--- config.mk ---
export PLATFORM = sky130hd
export DESIGN_NAME = poll_bit_responder
export DESIGN_NICKNAME = d
export VERILOG_FILES = /design/src/rtl/bpr_pkg.sv /design/src/rtl/bpr_word_capture.sv /design/src/rtl/bpr_poll_decode.sv /design/src/rtl/bpr_slot_timer.sv /design/src/rtl/poll_bit_responder.sv
export SDC_FILE = /design/constraint.sdc
export NUM_CORES = 1
export LEC_CHECK = 0
export ABC_AREA = 1
export BUFFER_PORTS_ARGS = -buffer_cell sky130_fd_sc_hd__buf_4
export CAP_MARGIN = 40
export CORE_ASPECT_RATIO = 0.75
export CORE_UTILIZATION = 40
export CTS_CLUSTER_DIAMETER = 60
export DETAILED_ROUTE_END_ITERATION = 12
export GPL_TIMING_DRIVEN = 0
export MAX_ROUTING_LAYER = met4
export PLACE_DENSITY = 0.53
export SLEW_MARGIN = 20
export SYNTH_ARGS = -nofsm -noshare
export SYNTH_HDL_FRONTEND = slang
export SYNTH_SLANG_ARGS = --single-unit
--- constraint.sdc ---
create_clock -name clk -period 3.6 [get_ports clk]
set_clock_uncertainty 0.05 [all_clocks]
set_input_delay 0.18 -clock clk [delete_from_list [all_inputs] [get_ports clk]]
set_output_delay 0.18 -clock clk [all_outputs]
set_load 0.02 [all_outputs]
--- src/rtl/bpr_pkg.sv ---
package bpr_pkg;
  localparam int BPR_WORD_W     = 32;
  localparam int BPR_POS_W      = 5;
  localparam int BPR_GID_W      = 2;
  localparam int BPR_GID_AT     = 29;
  localparam int BPR_OP_W       = 3;
  localparam int BPR_RESP_DELAY = 3;
  localparam int BPR_MAX_POS    = 23;

  // last edge index of the response window, counted from the decode edge
  function automatic int window_last(input int delay, input int max_pos);
    return delay + max_pos;
  endfunction

  // position value that is allowed to produce a response bit
  function automatic logic pos_active(input int pos, input int max_pos);
    return (pos <= max_pos);
  endfunction

  // edge index at which a given position raises the enable
  function automatic int slot_edge(input int pos, input int delay);
    return delay + pos;
  endfunction

  // true when the current edge index is the response edge for pos
  function automatic logic slot_hit(input int edge_idx, input int pos,
                                    input int delay, input int max_pos);
    return pos_active(pos, max_pos) && (edge_idx == slot_edge(pos, delay));
  endfunction

  // vector index of the word bit that arrived in position idx (first = 0)
  function automatic int arrival_index(input int idx, input int word_w);
    return word_w - 1 - idx;
  endfunction
endpackage

--- src/rtl/bpr_word_capture.sv ---
module bpr_word_capture #(
  parameter int WORD_W = bpr_pkg::BPR_WORD_W,
  localparam int BCNT_W = $clog2(WORD_W + 2)
) (
  input  logic              clk,
  input  logic              rst,
  input  logic              sync_i,
  input  logic              sdata_i,
  output logic [WORD_W-1:0] word_o,
  output logic [BCNT_W-1:0] bits_o,
  output logic              done_o
);
  localparam logic [BCNT_W-1:0] SAT = BCNT_W'(WORD_W + 1);

  logic              sync_q;
  logic [WORD_W-1:0] shreg;
  logic [BCNT_W-1:0] bcnt;
  logic              strobe_start;

  assign strobe_start = sync_i && !sync_q;
  assign done_o       = sync_q && !sync_i;
  assign word_o       = shreg;
  assign bits_o       = bcnt;

  always_ff @(posedge clk) begin
    if (rst) begin
      sync_q <= 1'b0;
      bcnt   <= '0;
      shreg  <= '0;
    end else begin
      sync_q <= sync_i;
      if (sync_i) begin
        shreg <= {shreg[WORD_W-2:0], sdata_i};
        if (strobe_start)
          bcnt <= BCNT_W'(1);
        else if (bcnt != SAT)
          bcnt <= bcnt + 1'b1;
      end
    end
  end

  // the bit counter saturates one above a full word
  p_bitcnt_sat_r1: assert property (@(posedge clk) disable iff (rst)
    bits_o <= SAT);

  // a decode strobe only follows a cycle with the strobe high
  p_done_after_high_r1: assert property (@(posedge clk) disable iff (rst)
    done_o |-> $past(sync_i));

  // a fresh strobe restarts counting at one bit
  p_restart_count_r1: assert property (@(posedge clk) disable iff (rst)
    strobe_start |=> (bits_o == BCNT_W'(1)));
endmodule

--- src/rtl/bpr_poll_decode.sv ---
module bpr_poll_decode #(
  parameter int WORD_W = bpr_pkg::BPR_WORD_W,
  parameter int GID_W  = bpr_pkg::BPR_GID_W,
  parameter int GID_AT = bpr_pkg::BPR_GID_AT,
  parameter int OP_W   = bpr_pkg::BPR_OP_W,
  parameter logic [OP_W-1:0] POLL_OP = 3'b101,
  localparam int BCNT_W = $clog2(WORD_W + 2)
) (
  input  logic [WORD_W-1:0] word_i,
  input  logic [BCNT_W-1:0] bits_i,
  input  logic [GID_W-1:0]  gid_i,
  output logic              len_ok_o,
  output logic              op_ok_o,
  output logic              grp_ok_o,
  output logic              accept_o
);
  import bpr_pkg::*;

  localparam logic [BCNT_W-1:0] FULL = BCNT_W'(WORD_W);

  logic [OP_W-1:0]  op_eq;
  logic [GID_W-1:0] gid_eq;

  // operation code: first arrived bit compares with the code MSB
  for (genvar k = 0; k < OP_W; k++) begin : g_op
    assign op_eq[k] = (word_i[arrival_index(k, WORD_W)] == POLL_OP[OP_W-1-k]);
  end

  // group field: lower word index compares with the higher pin
  for (genvar j = 0; j < GID_W; j++) begin : g_gid
    assign gid_eq[j] = (word_i[arrival_index(GID_AT + j, WORD_W)] == gid_i[GID_W-1-j]);
  end

  assign len_ok_o = (bits_i == FULL);
  assign op_ok_o  = &op_eq;
  assign grp_ok_o = &gid_eq;
  assign accept_o = len_ok_o && op_ok_o && grp_ok_o;
endmodule

--- src/rtl/bpr_slot_timer.sv ---
module bpr_slot_timer #(
  parameter int POS_W      = bpr_pkg::BPR_POS_W,
  parameter int RESP_DELAY = bpr_pkg::BPR_RESP_DELAY,
  parameter int MAX_POS    = bpr_pkg::BPR_MAX_POS,
  localparam int LAST      = bpr_pkg::window_last(RESP_DELAY, MAX_POS),
  localparam int CNT_W     = $clog2(LAST + 2)
) (
  input  logic             clk,
  input  logic             rst,
  input  logic             start_i,
  input  logic             accept_i,
  input  logic [POS_W-1:0] pos_i,
  input  logic             srq_i,
  output logic             active_o,
  output logic [CNT_W-1:0] cnt_o,
  output logic             en_o,
  output logic             data_o
);
  import bpr_pkg::*;

  localparam logic [CNT_W-1:0] LAST_C = CNT_W'(LAST);

  logic             active;
  logic [CNT_W-1:0] cnt;
  logic             en_q;
  logic             data_q;
  logic             hit;

  assign hit      = active && slot_hit(int'(cnt), int'(pos_i), RESP_DELAY, MAX_POS);
  assign active_o = active;
  assign cnt_o    = cnt;
  assign en_o     = en_q;
  assign data_o   = data_q;

  always_ff @(posedge clk) begin
    if (rst) begin
      active <= 1'b0;
      cnt    <= '0;
      en_q   <= 1'b0;
      data_q <= 1'b0;
    end else if (start_i) begin
      active <= accept_i;
      cnt    <= CNT_W'(1);
      en_q   <= 1'b0;
      data_q <= 1'b0;
    end else if (active) begin
      en_q   <= hit;
      data_q <= hit && srq_i;
      cnt    <= cnt + 1'b1;
      if (cnt == LAST_C)
        active <= 1'b0;
    end else begin
      en_q   <= 1'b0;
      data_q <= 1'b0;
    end
  end

  p_quiet_data_r8: assert property (@(posedge clk) disable iff (rst)
    !en_o |-> !data_o);

  p_silent_pos_r6: assert property (@(posedge clk) disable iff (rst)
    en_o |-> (int'($past(pos_i)) <= MAX_POS));

  p_data_level_r5: assert property (@(posedge clk) disable iff (rst)
    en_o |-> (data_o == $past(srq_i)));

  p_cnt_window_r4: assert property (@(posedge clk) disable iff (rst)
    active_o |-> (cnt_o >= CNT_W'(1) && cnt_o <= LAST_C));

  p_no_bit_on_decode_r10: assert property (@(posedge clk) disable iff (rst)
    start_i |=> !en_o);

  p_reset_clear_r9: assert property (@(posedge clk)
    rst |=> (!en_o && !data_o && !active_o));
endmodule

--- src/rtl/poll_bit_responder.sv ---
module poll_bit_responder #(
  parameter int WORD_W     = bpr_pkg::BPR_WORD_W,
  parameter int POS_W      = bpr_pkg::BPR_POS_W,
  parameter int GID_W      = bpr_pkg::BPR_GID_W,
  parameter int GID_AT     = bpr_pkg::BPR_GID_AT,
  parameter int RESP_DELAY = bpr_pkg::BPR_RESP_DELAY,
  parameter int MAX_POS    = bpr_pkg::BPR_MAX_POS
) (
  input  logic             clk,
  input  logic             rst,
  input  logic             irq_sync,
  input  logic             irq_sdata,
  input  logic [GID_W-1:0] grp_id,
  input  logic [POS_W-1:0] slot_pos,
  input  logic             svc_req,
  output logic             resp_data,
  output logic             resp_en
);
  localparam int BCNT_W = $clog2(WORD_W + 2);
  localparam int LAST   = bpr_pkg::window_last(RESP_DELAY, MAX_POS);
  localparam int CNT_W  = $clog2(LAST + 2);

  logic [WORD_W-1:0] cap_word;
  logic [BCNT_W-1:0] cap_bits;
  logic              word_done;
  logic              len_ok;
  logic              op_ok;
  logic              grp_ok;
  logic              poll_accept;
  logic              win_active;
  logic [CNT_W-1:0]  win_cnt;

  bpr_word_capture #(.WORD_W(WORD_W)) i_capture (
    .clk     (clk),
    .rst     (rst),
    .sync_i  (irq_sync),
    .sdata_i (irq_sdata),
    .word_o  (cap_word),
    .bits_o  (cap_bits),
    .done_o  (word_done)
  );

  bpr_poll_decode #(.WORD_W(WORD_W), .GID_W(GID_W), .GID_AT(GID_AT)) i_decode (
    .word_i   (cap_word),
    .bits_i   (cap_bits),
    .gid_i    (grp_id),
    .len_ok_o (len_ok),
    .op_ok_o  (op_ok),
    .grp_ok_o (grp_ok),
    .accept_o (poll_accept)
  );

  bpr_slot_timer #(.POS_W(POS_W), .RESP_DELAY(RESP_DELAY), .MAX_POS(MAX_POS)) i_timer (
    .clk      (clk),
    .rst      (rst),
    .start_i  (word_done),
    .accept_i (poll_accept),
    .pos_i    (slot_pos),
    .srq_i    (svc_req),
    .active_o (win_active),
    .cnt_o    (win_cnt),
    .en_o     (resp_en),
    .data_o   (resp_data)
  );

  // a decoded word in another group never opens a window
  p_foreign_group_r3: assert property (@(posedge clk) disable iff (rst)
    (word_done && !grp_ok) |=> !win_active);

  // a word with the wrong operation code never opens a window
  p_wrong_op_r2: assert property (@(posedge clk) disable iff (rst)
    (word_done && !op_ok) |=> !win_active);

  // a word of the wrong length never opens a window
  p_bad_length_r1: assert property (@(posedge clk) disable iff (rst)
    (word_done && !len_ok) |=> !win_active);

  // an accepted word opens the window at edge index one
  p_window_open_r10: assert property (@(posedge clk) disable iff (rst)
    (word_done && poll_accept) |=> (win_active && win_cnt == CNT_W'(1)));
endmodule

# Yosys cells after proc, flatten, opt, wreduce, memory -nomap -nowiden
# Cells that the tools add are included.
# Widths: inputs -> output; s select.
[word_totals]
regBits = 47
input_bits = 12
out_inout_bits = 2
word_cells = 43
[op_classes]
n_addsub = 3
magnitude_cmp = 1
n_eq_ne = 6
n_mux = 7
bitwise_logic = 2
n_reduce_logical = 16
[ops]
columns = ["operator", "count"]
rows = [
  ["$mux 6", 2],
  ["$logic_and 1x1->1", 7],
  ["$add 2x5->6 const A", 1],
  ["$add 6x1->6 const B", 1],
  ["$eq 5x6->1", 1],
  ["$eq 6x6->1 const B", 1],
  ["$ne 6x6->1 const B", 1],
  ["$add 5x1->5 const B", 1],
  ["$eq 5x5->1 const B", 1],
  ["$le 5x5->1 const B", 1],
  ["$mux 1", 5],
  ["$reduce_and 2->1", 2],
  ["$reduce_bool 2->1", 2],
  ["$reduce_and 3->1", 1],
  ["$reduce_or 3->1", 1],
  ["$eq 1x1->1", 2],
  ["$logic_not 1->1", 2],
  ["$not 1->1", 2],
  ["$reduce_or 2->1", 1],
]

# Depth between registers and ports, before layout
# Gate-level depths: netlist of run 1.
[depth]
word_depth = 5
mapped_depth = 9
mapped_depth_nobuf = 9

# Hierarchy
# A second synthesis of run 1 with hierarchy kept.
[hier_totals]
hier_cells = 308
hier_area_um2 = 2170.8
[by_module_without_submodules]
columns = ["module", "n_inst", "cells_each", "area_per_inst_um2", "seq_area_each_um2"]
rows = [
  ["bpr_word_capture", 1, 204, 1534.0, 780.7],
  ["bpr_slot_timer", 1, 88, 546.8, 160.2],
  ["bpr_poll_decode", 1, 16, 90.1, 0.0],
]

# Least setup slack after synthesis of run 1
# No wires, ideal clock.
[synth_timing]
path_type = "reg2reg"
start = "register i_timer.cnt[0], in the netlist i_timer.cnt_o[0]"
end = "register i_timer.cnt[1], in the netlist i_timer.cnt_o[1]"
setup_time_ns = 0.070
arrival_time_ns = 1.096
path_slack_ns = 2.384
stages_incl_launch_ff = 5
path_buffers = 0
period_less_slack_ns = 1.216
cell_sequence = "dfxtp_1 > inv_1 > ha_1 > or2_2 > a21oi_1"
[synth_between]
elab_chain_len = 1
[synth_rtl]
columns = ["item", "line", "source"]
rows = [
  ["start, declared", "bpr_slot_timer.sv:24", "logic [CNT_W-1:0] cnt;"],
  ["start signal, assigned", "bpr_slot_timer.sv:49", "cnt <= cnt + 1'b1;"],
  ["$add 5x1->5", "bpr_slot_timer.sv:49", ""],
]
# Every way passes these cells.
# A chain may end at the register's enable or synchronous reset.

# Worst setup path after layout of run 1
[layout_timing]
start = "register i_capture.bcnt[1], in the netlist i_capture.bits_o[1]"
end = "register i_capture.bcnt[3], in the netlist i_capture.bits_o[3]"
[layout_between]
elab_chain_len = 3
elab_cells_between_ends = 6
[layout_rtl]
columns = ["item", "line", "source"]
rows = [
  ["start, declared", "bpr_word_capture.sv:17", "logic [BCNT_W-1:0] bcnt;"],
  ["start signal, assigned", "bpr_word_capture.sv:37", "bcnt <= bcnt + 1'b1;"],
  ["$add 6x1->6 / $ne 6x6->1 (equally long branches)", "bpr_word_capture.sv:37, bpr_word_capture.sv:36", ""],
  ["$mux 6 / $reduce_bool 2->1 (equally long branches)", "n/a", ""],
  ["$mux 6 / $reduce_and 2->1 (equally long branches)", "n/a", ""],
]
# Parallel ways exist; a longest one is shown, timed or not. The select of a mux whose other input is x is not followed.

==> qor.csv, run 1 <==
metric,value,unit
total track usage,17.71,%
#FFs+latches synth,47,
Routed Antenna Nets,0,
total CTS buffers,5,
Filler Cell Count,536,
Tcrit/Tclk final,37.60,%
Synth Cell Area,2150,sq um
leak pwr,1.078,nW
Post-synth ARST share,0,%
Placed Area,2322,sq um
Placeable Area,5037,sq um
status,"complete, no violations",
H-tree Lvls,2,
Max Buffers Root-to-Sink,2,
worst-skew pair later-pin latency,0.29,ns
vias,1790,
post-DR vias/cell,4.486,
Placed Cells,391,
top cell type's share of synthesized area,43.77,%
port buffer count,11,
Initial Utilization,42.67,%
site row count,22,
Synth Net Count,327,
width of the die,86.65,microns
DRC,0,
Seq. cell area,940.9,sq um
leading area contributor after synthesis,dfxtp_1,
worst slew pin tran,0.4237,ns
Post-CTS Setup Inserts,0,
crit path buf inv count,2,
CTS sink cnt,47,
initial antenna violation count,0,
slew margin rel.,71.76,%
non-filler instance count after layout,399,
layout cell share with drive strength beyond 1,11.93,%
Final nets,345,
max-slew violation count,0,
final WL,4239,microns
"Avg Cell Area, Syn",6.979,sq um
ranking of synthesized cells by area,"dfxtp_1 44%, nor2_1 14%, o21ai_0 8.6%, nand2_1 7.0%, inv_1 5.2%",
Clock transition at path regs,0.09,ns
routed length on met3,130,microns
final core utilization,47.79,%
DRT iter0 DRCs,118,
n_diodes,0,
Top delay family on crit path,flip-flops,
CTS tree,done,
DR top layer,met4,
Post-synth EDFFs,0,
worst min path class,input pin to flip-flop,
# IOs,14,
CP endpoint kind,flip-flop,
Worst EP arrival,1.49,ns
synth warn,0,
die area,5674,sq um
post-route cell area,2407,sq um
post-route worst setup slack,2.246,ns
Startpoint Class,flip-flop,
Critical Path Fanout Max,7,
global route overflow,0,
RePlAce Congestion,0.7999,
CP required,3.74,ns
Final Setup Violations,0,
pre-CTS WS,2.241,ns
TNS Setup,0,ns
largest net degree at the start of global routing,15,
multi-input combinational cell area,1015,sq um
highest clock rate,0.7387,GHz
Post-synth top cells,"82 x nor2_1, 47 x dfxtp_1, 40 x nand2_1, 37 x o21ai_0, 30 x inv_1",
Fin. Hold Viols,0,
"Seq/Total Area, Yosys",43.77,%
chip height,65.49,microns
Area Growth Syn to Fin,11.99,%
DR WL/cell,10.62,microns
CTS root buffer,clkbuf_8,
Metal-1 WL,2503,microns
drt pass-1 iters,4,
Synth Instances,308,
Peak VDD IR,0.1846,mV
Yosys cell types,26,
post-detail-place hpwl,3095,microns
critical path class,flip-flop to flip-flop,
Final min period,1.354,ns
Reg2Reg Setup Slack,2.25,ns
Max Cap Viol,0,
vias in the first global route,1658,
"count leader, synth",nor2_1,
WL met2,1582,microns
post_cts resized,0,
crit path cell chain,inv_1 > ha_1 > nand2_1 > inv_1 > nand2_2 > nand2_2 > o21ai_0 > nor2_1,
cts hold-fix bufs,0,
RSZ-0062 raised after global routing,no,
top_reg_cell synth,dfxtp_1,
Critical Path Slowest Stage Cell,dfxtp_1,
pwr/cell area,405.7,nW/um^2
first-pass GRT wire length,7534,microns
max incr delay on CP,0.41,ns
## layer usage
metal	vias up	GRT usage (%)
met5	-	-
met4	0	5.000
met3	2	3.769
met2	17	23.91
met1	768	26.18
li1	1003	-
## cell usage in the layout (no fill, tap or decap), types with 2 or more instances in the layout
master	synthesis	routed
buf_2	5	5
nand2_1	40	40
o21ai_0	37	37
clkbuf_8	0	5
buf_4	1	12
nand2_2	3	3
nor2_2	4	4
xor2_1	2	2
inv_1	30	30
clkbuf_1	5	6
a21oi_1	11	11
ha_1	7	7
nor3_1	6	6
nand4_1	3	3
nor2_1	82	82
dfxtp_1	47	47
o21ai_1	3	3
inv_2	2	2
nand3_1	12	12
## final timing paths
path,startpoint,end,depth (start not counted)
max reg2reg,i_capture.bits_o[1],i_capture.bits_o[3],8
min reg2reg,i_capture.word_o[30],i_capture.word_o[31],2
min,rst,i_capture.bits_o[2],2
max,i_capture.bits_o[1],i_capture.bits_o[3],8
## per-stage QoR
step / hold slack [ns] / power, mW
floorplan: 0.1991 / 0.6421
global placement: 0.3426 / 0.6745
detailed placement: 0.3464 / 0.6754
CTS: 0.02333 / 0.9885
global route: 0.02841 / 1.031
finish: 0.03073 / 0.9767
## state kept, by name, indices dropped and copies added (netlist names)
| register | flops |
|---|---|
| i_capture.bits_o | 6 |
| i_capture.sync_q | 1 |
| i_capture.word_o | 32 |
| i_timer.active_o | 1 |
| i_timer.cnt_o | 5 |
| i_timer.data_o | 1 |
| i_timer.en_o | 1 |
## cell type report
class,count,area share (%)
Multi-Input combinational cell,215,42.15
Sequential cell,47,39.09
Inverter,33,5.249
Tap cell,72,3.742
Timing Repair Buffer,11,3.430
Clock buffer,6,3.015
Buffer,13,2.807
Clock inverter,2,0.5198
## worst reg2reg max path: stages, from the launching register on
cell	delay, ns
dfxtp_1	0.41
inv_1	0.09
ha_1	0.18
nand2_1	0.05
inv_1	0.05
nand2_2	0.08
nand2_2	0.11
o21ai_0	0.17
nor2_1	0.07
## kinds of logic after synthesis
kind of cell / share of synthesized area (%)
adder cells (fa/ha/maj): 4.074
buffers and inverters: 9.022
XOR/XNOR: 1.223
AO/OA/AOI/OAI: 11.87
AND/OR/NAND/NOR: 30.04
flip-flops: 43.77
## report_power, final
part,leakage (nW),total [mW],switching [mW],internal [mW]
logic,0.651,0.103,0.0634,0.0398
clock network,0.0412,0.314,0.177,0.136
registers,0.386,0.560,0.0152,0.545
total,1.08,0.977,0.256,0.721
(Power assumes the default switching activity.)
==> run 2, diff against run 1 <==
Settings changed: PLACE_DENSITY 0.53 to 0.55.
Clock period 3.6 ns to 1.2 ns, I/O delays scaled along.
==> qor.csv, run 2 (synthesis results as in run 1) <==
metric,value,unit,change
status,"complete, but fails checks",,
violated checks,negative setup slack,,
Top delay family on crit path,flip-flops,,
layout cell share with drive strength beyond 1,24.11,%,+12 points
global route overflow,0,,unchanged
drt pass-1 iters,4,,unchanged
vias in the first global route,1739,,+4.9%
critical path class,flip-flop to flip-flop,,
max incr delay on CP,0.40,ns,about the same
highest-count cells in the layout ignoring fill and taps,"81 x nor2_1, 39 x dfxtp_1, 37 x nand2_1, 34 x o21ai_0, 23 x inv_1",,
first-pass GRT wire length,7928,microns,+5.2%
post-DR vias/cell,4.691,,+4.6%
total CTS buffers,5,,unchanged
highest clock rate,0.8208,GHz,+11%
sequential share of power,52.7,%,-4.6 points
n_diodes,0,,unchanged
Max Cap Viol,0,,unchanged
Placeable Area,5037,sq um,unchanged
final WL,4626,microns,+9.1%
Startpoint Class,flip-flop,,
Critical Path Fanout Max,7,,unchanged
RSZ-0062 raised after global routing,yes,,
leak pwr,1.173,nW,+8.8%
largest net degree at the start of global routing,14,,-1
vias,1914,,+6.9%
DRT iter0 DRCs,135,,+14%
Sw Pwr,0.7843,mW,+210%
Fin. Hold Viols,0,,unchanged
Tcrit/Tclk final,101.5,%,+64 points
Power Internal,2.396,mW,+230%
Net Sw Frac,24.66,%,-1.6 points
crit path cell chain,inv_4 > ha_4 > nand2_2 > inv_2 > nand2_4 > nand2_8 > o21ai_2 > inv_1 > nor2_1,,
Placed Cells,391,,unchanged
site row count,22,,unchanged
width of the die,86.65,microns,unchanged
chip height,65.49,microns,unchanged
CP endpoint kind,flip-flop,,
total track usage,18.29,%,+0.59 points
CTS root buffer,clkbuf_8,,
post-detail-place hpwl,3055,microns,-1.3%
worst slew pin tran,0.4661,ns,+0.04244 ns
Final nets,355,,+2.9%
Final min period,1.218,ns,-0.1354 ns
post-route worst setup slack,-0.01826,ns,-2.265 ns
Critical Path Slowest Stage Cell,dfxtp_4,,
port buffer count,11,,unchanged
Filler Cell Count,509,,-5.0%
Final Setup Violations,2,,+2
pre-CTS WS,-0.09521,ns,-2.336 ns
crit path buf inv count,3,,+1
Largest register FFs,32,,unchanged
Max Buffers Root-to-Sink,2,,unchanged
Initial Utilization,42.67,%,unchanged
Clock transition at path regs,0.08,ns,about the same
H-tree Lvls,2,,unchanged
DR WL/cell,11.34,microns,+6.7%
Worst EP arrival,1.40,ns,-0.09 ns
Routed Antenna Nets,0,,unchanged
CP required,1.38,ns,-2.36 ns
pwr/cell area,1184,nW/um^2,+190%
Worst Hold Slack,0.01854,ns,-0.01219 ns
initial antenna violation count,0,,unchanged
slew margin rel.,68.93,%,-2.8 points
# IOs,14,,unchanged
non-filler instance count after layout,408,,+2.3%
Peak VDD IR,0.5416,mV,+190%
DRC,0,,unchanged
Area Growth Syn to Fin,24.97,%,
die area,5674,sq um,unchanged
TNS Setup,-0.01881,ns,-0.01881 ns
RePlAce Congestion,0.8029,,+0.38%
clock share of power,35.4,%,+3.3 points
CTS tree,done,,
CTS sink cnt,47,,unchanged
max-slew violation count,0,,unchanged
"leading cell type in the layout, fill and taps excluded",nor2_1,,
worst-skew pair later-pin latency,0.30,ns,about the same
worst min path class,input pin to flip-flop,,
combinational share of power,11.9,%,+1.3 points
[run 2: path summary, 6_finish.rpt]
check	startpoint	endpoint	slack (ns)	cells past startpoint
worst max-delay path	i_capture.bits_o[1]	i_capture.bits_o[3]	-0.02	9
worst min-delay path	rst	i_capture.bits_o[5]	0.02	4
worst max register to register	i_capture.bits_o[1]	i_capture.bits_o[3]	-0.02	9
worst min register to register	i_capture.word_o[15]	i_capture.word_o[16]	0.43	2
[run 2: worst reg2reg max path: cells and delay by family (launching register included)]
family | cells | cell delay [ns]
adder cells (fa/ha/maj) | 1 | 0.15
AO/OA/AOI/OAI | 1 | 0.14
buffers and inverters | 3 | 0.13
AND/OR/NAND/NOR | 4 | 0.30
flip-flops | 1 | 0.40
[run 2: cell type report]
| type | count | area (sq um) | area share, % |
|---|---|---|---|
| repair buffers | 21 | 171.4 | 6.381 |
| plain buffers | 13 | 70.07 | 2.608 |
| clock buffers | 6 | 72.57 | 2.701 |
| clock inverters | 1 | 30.03 | 1.118 |
| inverters | 33 | 131.4 | 4.891 |
| well taps | 72 | 90.09 | 3.354 |
| multi-input cells | 215 | 1157 | 43.08 |
| flip-flops and latches | 47 | 963.4 | 35.86 |
[run 2: power groups by stage]
stage / clock [mW] / sequential, mW / combinational, mW
detailed placement: 0 / 1.72 / 0.311
floorplan: 0 / 1.70 / 0.223
global placement: 0 / 1.72 / 0.306
CTS: 1.16 / 1.68 / 0.339
global route: 1.23 / 1.69 / 0.435
finish: 1.13 / 1.68 / 0.378
[run 2: what timing repair did]
action / CTS / global route
pin swaps: 3 / 12
setup endpoints to repair: 8 / 12
buffers inserted: 5 / 1
hold endpoints to repair: 5 / 2
resized for setup: 12 / 45
hold buffers: 3 / 1
[run 2: per-stage QoR]
stage / utilization (%) / instance area, sq um / total power, mW
after detailed placement: 46.15 / 2325 / 2.026
final: 53.33 / 2686 / 3.181
after CTS: 50.05 / 2521 / 3.174
after floorplan: - / 2152 / 1.927
after global placement: 46.15 / 2325 / 2.022
after global routing: 53.33 / 2686 / 3.349
[run 2: metal layers]
layer | part of all wire, % | track usage, % | up-vias
met4 | 0.82 | 5.625 | 0
met3 | 2.4 | 3.769 | 4
met2 | 40 | 26.09 | 13
met5 | 0 | - | -
li1 | - | - | 1021
met1 | 57 | 25.87 | 876
